==> src/rtl/i2c_seq_pkg.sv <==
package i2c_seq_pkg;

  localparam int FMT_W = 13;

  // Field positions of a format word; decoded by the sequencer.
  typedef struct packed {
    logic       nakok;   // bit 12
    logic       rcont;   // bit 11
    logic       rd;      // bit 10
    logic       stop;    // bit 9
    logic       start;   // bit 8
    logic [7:0] data;    // bits 7:0
  } fmt_word_t;

  typedef enum logic [1:0] {
    OP_START  = 2'd0,
    OP_RSTART = 2'd1,
    OP_STOP   = 2'd2,
    OP_BIT    = 2'd3
  } bus_op_e;

  typedef enum logic [3:0] {
    ST_IDLE   = 4'd0,
    ST_STA    = 4'd1,
    ST_STA_W  = 4'd2,
    ST_DBIT   = 4'd3,
    ST_DBIT_W = 4'd4,
    ST_ABIT   = 4'd5,
    ST_ABIT_W = 4'd6,
    ST_STO    = 4'd7,
    ST_STO_W  = 4'd8,
    ST_HALT   = 4'd9
  } seq_state_e;

endpackage

==> src/rtl/i2c_bit_engine.sv <==
module i2c_bit_engine
  import i2c_seq_pkg::*;
#(
  parameter int CNT_W = 16
) (
  input  logic             clk,
  input  logic             rst_n,
  input  logic [CNT_W-1:0] half_cnt,
  input  logic             op_valid,
  input  bus_op_e          op,
  input  logic             op_bit,
  input  logic             sda_in,
  output logic             op_ready,
  output logic             op_done,
  output logic             rx_bit,
  output logic             scl_oe,
  output logic             sda_oe
);

  localparam logic [CNT_W-1:0] ONE = CNT_W'(1);

  logic             busy;
  bus_op_e          cur_op;
  logic             cur_bit;
  logic [1:0]       seg;
  logic [CNT_W-1:0] cnt;
  logic             seg_end;
  logic             mid_high;
  logic [1:0]       drv_first;
  logic [1:0]       drv_next;

  // Segment table: returns {pull SCL low, pull SDA low}.
  function automatic logic [1:0] seg_drive(bus_op_e o, logic [1:0] s, logic b);
    logic [1:0] r;
    case (o)
      OP_START:  r = (s == 2'd0) ? 2'b01 : 2'b11;
      OP_RSTART: begin
        case (s)
          2'd0:    r = 2'b10;
          2'd1:    r = 2'b00;
          2'd2:    r = 2'b01;
          default: r = 2'b11;
        endcase
      end
      OP_STOP: begin
        case (s)
          2'd0:    r = 2'b11;
          2'd1:    r = 2'b01;
          default: r = 2'b00;
        endcase
      end
      default:   r = {(s == 2'd0), ~b};
    endcase
    return r;
  endfunction

  function automatic logic [1:0] seg_last(bus_op_e o);
    logic [1:0] r;
    case (o)
      OP_START:  r = 2'd1;
      OP_RSTART: r = 2'd3;
      OP_STOP:   r = 2'd2;
      default:   r = 2'd1;
    endcase
    return r;
  endfunction

  assign op_ready  = ~busy;
  assign seg_end   = busy && (cnt == half_cnt - ONE);
  assign mid_high  = busy && (cur_op == OP_BIT) && (seg == 2'd1) && (cnt == (half_cnt >> 1));
  assign drv_first = seg_drive(op, 2'd0, op_bit);
  assign drv_next  = seg_drive(cur_op, seg + 2'd1, cur_bit);

  always_ff @(posedge clk or negedge rst_n) begin
    if (!rst_n) begin
      busy    <= 1'b0;
      cur_op  <= OP_STOP;
      cur_bit <= 1'b1;
      seg     <= 2'd0;
      cnt     <= '0;
      op_done <= 1'b0;
      rx_bit  <= 1'b1;
      scl_oe  <= 1'b0;
      sda_oe  <= 1'b0;
    end else begin
      op_done <= 1'b0;
      if (!busy) begin
        if (op_valid) begin
          busy             <= 1'b1;
          cur_op           <= op;
          cur_bit          <= op_bit;
          seg              <= 2'd0;
          cnt              <= '0;
          {scl_oe, sda_oe} <= drv_first;
        end
      end else begin
        if (mid_high) rx_bit <= sda_in;
        if (seg_end) begin
          if (seg == seg_last(cur_op)) begin
            busy    <= 1'b0;
            op_done <= 1'b1;
            // Rest state: SCL stays low inside a transfer, free after STOP.
            scl_oe  <= (cur_op != OP_STOP);
          end else begin
            seg              <= seg + 2'd1;
            cnt              <= '0;
            {scl_oe, sda_oe} <= drv_next;
          end
        end else begin
          cnt <= cnt + ONE;
        end
      end
    end
  end

endmodule

==> src/rtl/i2c_halt_timer.sv <==
module i2c_halt_timer #(
  parameter int W = 31
) (
  input  logic         clk,
  input  logic         rst_n,
  input  logic         run,
  input  logic         en,
  input  logic [W-1:0] limit,
  output logic         fire
);

  logic [W-1:0] cnt;

  always_ff @(posedge clk or negedge rst_n) begin
    if (!rst_n) begin
      cnt <= '0;
    end else if (!run) begin
      cnt <= '0;
    end else if (cnt != '1) begin
      cnt <= cnt + W'(1);
    end
  end

  assign fire = run && en && (cnt == limit);

endmodule

==> src/rtl/i2c_cmd_seq.sv <==
module i2c_cmd_seq
  import i2c_seq_pkg::*;
#(
  parameter int CNT_W = 16,
  parameter int TO_W  = 31
) (
  input  logic             clk,
  input  logic             rst_n,
  input  logic [CNT_W-1:0] half_cnt,
  input  logic             cmd_valid,
  output logic             cmd_ready,
  input  logic [12:0]      cmd_word,
  output logic             rx_valid,
  input  logic             rx_ready,
  output logic [7:0]       rx_data,
  output logic             scl_oe,
  output logic             sda_oe,
  input  logic             sda_in,
  input  logic             nack_to_en,
  input  logic [TO_W-1:0]  nack_to_cyc,
  input  logic [1:0]       evt_clr,
  output logic             evt_nack,
  output logic             evt_timeout,
  output logic             halted,
  output logic             cmd_done,
  output logic             rx_overflow,
  output logic             idle
);

  localparam int          BYTE_W  = 8;
  localparam int          RD_W    = $clog2(1 << BYTE_W) + 1;
  localparam logic [RD_W-1:0] RD_FULL = RD_W'(1 << BYTE_W);
  localparam logic [RD_W-1:0] RD_ONE  = RD_W'(1);

  seq_state_e       state;
  fmt_word_t        cur;
  fmt_word_t        in_word;
  logic [BYTE_W-1:0] sh;
  logic [2:0]       bidx;
  logic [RD_W-1:0]  rem;
  logic             active;
  logic             to_stop;

  logic             eng_valid;
  logic             eng_ready;
  bus_op_e          eng_op;
  logic             eng_bit;
  logic             eng_done;
  logic             eng_rx;
  logic             accept;
  logic             last_rd;
  logic             to_fire;
  logic             take;

  assign in_word   = fmt_word_t'(cmd_word);
  assign halted    = evt_nack | evt_timeout;
  assign cmd_ready = (state == ST_IDLE) && !halted;
  assign take      = cmd_valid && cmd_ready;
  assign idle      = (state == ST_IDLE) && !active && !cmd_valid;
  assign last_rd   = (rem == RD_ONE);

  // Bus primitive requested by the current state.
  always_comb begin
    eng_valid = 1'b0;
    eng_op    = OP_BIT;
    eng_bit   = 1'b1;
    case (state)
      ST_STA: begin
        eng_valid = 1'b1;
        eng_op    = active ? OP_RSTART : OP_START;
      end
      ST_DBIT: begin
        eng_valid = 1'b1;
        eng_bit   = cur.rd ? 1'b1 : sh[BYTE_W-1];
      end
      ST_ABIT: begin
        eng_valid = 1'b1;
        eng_bit   = cur.rd ? (last_rd && !cur.rcont) : 1'b1;
      end
      ST_STO: begin
        eng_valid = 1'b1;
        eng_op    = OP_STOP;
      end
      default: ;
    endcase
  end

  assign accept = eng_valid && eng_ready;

  i2c_bit_engine #(.CNT_W(CNT_W)) u_eng (
    .clk      (clk),
    .rst_n    (rst_n),
    .half_cnt (half_cnt),
    .op_valid (eng_valid),
    .op       (eng_op),
    .op_bit   (eng_bit),
    .sda_in   (sda_in),
    .op_ready (eng_ready),
    .op_done  (eng_done),
    .rx_bit   (eng_rx),
    .scl_oe   (scl_oe),
    .sda_oe   (sda_oe)
  );

  i2c_halt_timer #(.W(TO_W)) u_tmr (
    .clk   (clk),
    .rst_n (rst_n),
    .run   (state == ST_HALT),
    .en    (nack_to_en),
    .limit (nack_to_cyc),
    .fire  (to_fire)
  );

  always_ff @(posedge clk or negedge rst_n) begin
    if (!rst_n) begin
      state       <= ST_IDLE;
      cur         <= '0;
      sh          <= '0;
      bidx        <= 3'd0;
      rem         <= '0;
      active      <= 1'b0;
      to_stop     <= 1'b0;
      evt_nack    <= 1'b0;
      evt_timeout <= 1'b0;
      cmd_done    <= 1'b0;
      rx_valid    <= 1'b0;
      rx_data     <= '0;
      rx_overflow <= 1'b0;
    end else begin
      cmd_done <= 1'b0;
      rx_valid <= 1'b0;

      if (rx_valid && !rx_ready) rx_overflow <= 1'b1;
      if (evt_clr[0]) evt_nack    <= 1'b0;
      if (evt_clr[1]) evt_timeout <= 1'b0;

      case (state)
        ST_IDLE: begin
          if (take) begin
            cur   <= in_word;
            sh    <= in_word.data;
            bidx  <= 3'd0;
            rem   <= (in_word.data == '0) ? RD_FULL : {1'b0, in_word.data};
            state <= in_word.start ? ST_STA : ST_DBIT;
          end
        end
        ST_STA: begin
          if (accept) begin
            cmd_done <= active;
            active   <= 1'b1;
            state    <= ST_STA_W;
          end
        end
        ST_STA_W: if (eng_done) state <= ST_DBIT;
        ST_DBIT: if (accept) state <= ST_DBIT_W;
        ST_DBIT_W: begin
          if (eng_done) begin
            sh   <= {sh[BYTE_W-2:0], cur.rd ? eng_rx : 1'b0};
            bidx <= bidx + 3'd1;
            if (bidx == 3'd7) begin
              state <= ST_ABIT;
              if (cur.rd) begin
                rx_valid <= 1'b1;
                rx_data  <= {sh[BYTE_W-2:0], eng_rx};
              end
            end else begin
              state <= ST_DBIT;
            end
          end
        end
        ST_ABIT: if (accept) state <= ST_ABIT_W;
        ST_ABIT_W: begin
          if (eng_done) begin
            if (cur.rd) begin
              if (last_rd) begin
                state <= cur.stop ? ST_STO : ST_IDLE;
              end else begin
                rem   <= rem - RD_ONE;
                state <= ST_DBIT;
              end
            end else if (!eng_rx || cur.nakok) begin
              state <= cur.stop ? ST_STO : ST_IDLE;
            end else begin
              evt_nack <= 1'b1;
              state    <= ST_HALT;
            end
          end
        end
        ST_HALT: begin
          if (!evt_nack) begin
            state <= ST_IDLE;
          end else if (to_fire) begin
            to_stop <= 1'b1;
            state   <= ST_STO;
          end
        end
        ST_STO: begin
          if (accept) begin
            cmd_done <= 1'b1;
            state    <= ST_STO_W;
          end
        end
        ST_STO_W: begin
          if (eng_done) begin
            active <= 1'b0;
            state  <= ST_IDLE;
            if (to_stop) begin
              evt_timeout <= 1'b1;
              to_stop     <= 1'b0;
            end
          end
        end
        default: state <= ST_IDLE;
      endcase
    end
  end

endmodule

==> config.mk <==
export PLATFORM = sky130hd
export DESIGN_NAME = i2c_cmd_seq
export DESIGN_NICKNAME = d
export VERILOG_FILES = /design/src/rtl/i2c_seq_pkg.sv /design/src/rtl/i2c_bit_engine.sv /design/src/rtl/i2c_halt_timer.sv /design/src/rtl/i2c_cmd_seq.sv
export SDC_FILE = /design/constraint.sdc
export NUM_CORES = 1
export LEC_CHECK = 0
export ABC_AREA = 1
export BUFFER_PORTS_ARGS = -buffer_cell sky130_fd_sc_hd__buf_4
export CORE_MARGIN = 2
export CORE_UTILIZATION = 50
export DETAILED_ROUTE_END_ITERATION = 7
export GPL_TIMING_DRIVEN = 1
export HOLD_SLACK_MARGIN = 0.02
export PLACE_DENSITY = 0.7
export SYNTH_ARGS = -nofsm -noshare
export SYNTH_HDL_FRONTEND = slang
export SYNTH_HIERARCHICAL = 1
export SYNTH_SLANG_ARGS = --single-unit
==> constraint.sdc <==
create_clock -name clk -period 5.1 [get_ports clk]
set_input_delay 0.765 -clock clk [delete_from_list [all_inputs] [get_ports clk]]
set_output_delay 0.765 -clock clk [all_outputs]
set_load 0.01 [all_outputs]
==> results.toml <==
[drt]
drt-total-wl_um = 18800
routed-via-count = 7242
drc_errors = 0
viasPerCell = 5.10
drtIter0Drc = 600
drt_first_pass_iters = 5
antenna_left = 0
wl_per_cell_um = 13.2

[power_and_ir_drop]
finalPower_w = 0.00161
pwr-share-clk_pct = 42.3
leakagePower_nw = 4.57
power.share.switching_pct = 23.2
pwr-share-seq_pct = 49.4
power_switching_w = 0.000373
ir_drop_uv = 169
combPwrFrac_pct = 8.3
p_int_w = 0.00123
powerDensity_nw_per_um2 = 186

[logic_synthesis]
syn_nets = 1243
ys_ff_latch = 100
synthCells = 1159
yosysSeqAreaShare_pct = 32.7
synth_area_um2 = 7660
synth_cell_types = 48
synth_area_per_cell_um2 = 6.61
synth_warnings = 6

[die]
die_area_um2 = 16300
initial_core_util_pct = 50.7
rows = 45
die_h_um = 128
ios = 86
die_x_um = 128
core-area_um2 = 15100

[worst_setup_path]
cp_common_cell = "nand2_1"
r2r_slack_ns = 2.31
cp_slowest_stage_delay_ns = 0.48
path_buf_inv = 4
start_kind = "flip-flop"
crit_chain = "inv_1 -> nor2_1 -> nand2_1 -> inv_1 -> buf_4 -> nand3_1 -> nor2_1 -> nand2_1 -> nor2_1 -> nand2_1 -> nor2_1 -> inv_1 -> nand2_1 -> nor2_1 -> a21oi_1 -> nand3_1 -> nand2_1 -> nand2_1"
crit_path_end_kind = "flip-flop"
worstPathArrival_ns = 3.04
cp_max_fo = 34
crit_type = "flip-flop to flip-flop"
crit_required_ns = 5.34
critPathSlowestCell = "dfrtp_1"
crit_family = "simple AND/OR/NAND/NOR gates"

[cells_and_area]
utilization_pct = 57.2
area_growth_syn_to_layout_pct = 12.7
antenna_cells = 0
nFillCells = 1504
multi_input_area_um2 = 4420
layout-drive-gt1-share_pct = 13.8
seqCellArea_um2 = 2510
final_cell_count_no_fill = 1419
fin_nets = 1310

[clocking]
tritoncts = "yes"
cts_resized = 0
clockBufferDepth = 2
root_buffer = "clkbuf_16"
clock-sinks = 100
htreeDepth = 3
cts_buffers = 9
clkLatencyLatePin_ns = 0.35
cts_setup_buffers = 0
clk_pin_slew_worst_paths_ns = 0.06
cts_hold_buffers = 0

[sta]
slew_headroom_pct = 45.2
fin_worst_skew_ns = 0.00727
final.setup.tns_ns = 0
fin_crit_ns = 2.79
hold_viol = 0
max_freq_mhz = 358
rsz0062_at_grt = "no"
holdWs_ns = 0.484
drv_slew = 0
tightest_slew_ns = 0.821
setup_violations = 0
min_period_over_period_pct = 54.8

[run_status]
status = "finished clean"

[run]
drv_cap = 0

[global_route]
grt_overflow_total = 0
track_usage_pct = 23.7
grt_pass1_vias = 6540
grt_max_degree = 66
grt_pass1_wl_um = 31300
grt_antenna_before_repair = 0

[placement]
gp_congestion = 0.959
port_buffers = 85
hpwl_um = 14600
post-place-cells = 1403

[hold_path]
hold_class = "input port to asynchronous set/reset pin"
==> cells in the mapped netlist, drive strengths merged <==
cell type	n	area share, %
nand3b	8	0.78
nor3b	1	0.098
xor2	40	4.6
buf	28	2.5
clkbuf	4	0.23
and2	2	0.16
o21ai	83	5.6
nor2	155	9.3
ha	16	2.6
dfrtp	97	32
nor4	8	0.65
o21a	1	0.098
or2	5	0.41
a22oi	1	0.098
o21bai	2	0.20
xnor2	6	0.69
nor3	8	0.65
mux2	1	0.15
o211ai	1	0.098
nand4	22	2.1
nand2	412	21
dfstp	3	1.0
and3	1	0.082
o31ai	2	0.20
inv	137	6.7
nand3	99	6.7
a21oi	15	1.3
o22ai	1	0.082
==> through the flow <==
stage,worst slack [ns],area (um^2)
after global routing,2.03,8630
after detailed placement,2.28,8340
after CTS,2.35,8630
final,2.31,8630
after global placement,2.32,8340
after floorplan,2.77,7660
==> layout by cell type, fill, tap and decap left out, types with 2 or more instances in the layout <==
cell       Yosys  final
nor2_4         5      5
o21ai_1       19     19
xnor2_1        6      6
xor2_1        40     40
clkinv_4       0      2
buf_4          2     88
nor2_2        11     11
o21ai_0       60     60
nor4_1         8      8
clkbuf_1       2      3
nand3_1       97     97
inv_2         10     10
dfrtp_1       97     97
a21oi_4        2      2
and2_1         2      2
nor2_1       135    135
nor2_8         4      4
or2_1          2      2
nor3_2         2      2
nand4_1       20     20
nand2_2       15     15
or2_2          3      3
o31ai_1        2      2
nor3_1         6      6
dfstp_2        3      3
ha_1          16     16
nand2_1      392    392
nand2_4        5      5
a21oi_1       13     13
o21bai_1       2      2
o21ai_2        4      4
inv_1        127    127
clkbuf_16      0      9
nand3b_1       8      8
==> worst register-to-register path: stages (launching register included) <==
cell	delay, ns
dfrtp_1	0.48
inv_1	0.09
nor2_1	0.23
nand2_1	0.12
inv_1	0.07
buf_4	0.34
nand3_1	0.17
nor2_1	0.14
nand2_1	0.06
nor2_1	0.12
nand2_1	0.06
nor2_1	0.12
inv_1	0.08
nand2_1	0.08
nor2_1	0.05
a21oi_1	0.15
nand3_1	0.18
nand2_1	0.10
nand2_1	0.06
==> flip-flops by register name (all words and copies together), names as in the netlist, 3 cells and up <==
| register | cells |
|---|---|
| state | 4 |
| cur | 4 |
| sh | 8 |
| u_eng/cnt | 16 |
| bidx | 3 |
| rem | 9 |
| u_tmr/cnt | 31 |
| rx_data | 8 |
==> worst paths after layout <==
check | startpoint | to | depth (start not counted)
setup / recovery | state[0]$_DFFE_PN0P_ | state[0]$_DFFE_PN0P_ | 18
hold / removal | rst_n | u_tmr/cnt[23]$_DFFE_PN0P_ | 1
setup reg to reg | state[0]$_DFFE_PN0P_ | state[0]$_DFFE_PN0P_ | 18
hold reg to reg | rx_overflow$_DFFE_PN0P_ | rx_overflow$_DFFE_PN0P_ | 1
max in group asynchronous | rst_n | rem[4]$_DFFE_PN0P_ | 2
min in group clk | rx_overflow$_DFFE_PN0P_ | rx_overflow$_DFFE_PN0P_ | 1
==> layout make-up <==
type / instances / share of cell area [%]
multi-input combinational: 890 / 51.3
tap: 188 / 2.73
inverter: 137 / 5.96
timing repair buffer: 88 / 7.66
sequential: 100 / 29.0
clock buffer: 12 / 2.74
clock inverter: 4 / 0.609
==> power by group through the flow <==
stage | registers [W] | clock network, W | logic [W]
floorplan | 0.000809 | 0 | 0.0000547
global placement | 0.000809 | 0 | 0.000134
detailed placement | 0.000809 | 0 | 0.000134
CTS | 0.000794 | 0.000700 | 0.000135
global route | 0.000793 | 0.000729 | 0.000150
finish | 0.000794 | 0.000681 | 0.000133
==> layer usage <==
layer / track usage, % / part of all wire (%)
met2: 39.5 / 47
met5: 0 / 0
met4: 5.17 / 1.3
met1: 32.8 / 47
met3: 3.59 / 3.9
==> cell families after synthesis <==
| group | after synthesis | share of synthesized area (%) |
|---|---|---|
| multiplexers | 1 | 0.147 |
| XOR/XNOR | 46 | 5.26 |
| AND/OR/NAND/NOR | 721 | 42.1 |
| AO/OA/AOI/OAI | 106 | 7.66 |
| buffers and inverters | 169 | 9.48 |
| flip-flops | 100 | 32.7 |
| adder cells (fa/ha/maj) | 16 | 2.61 |
Note: power is estimated with default switching activity, not from simulation.
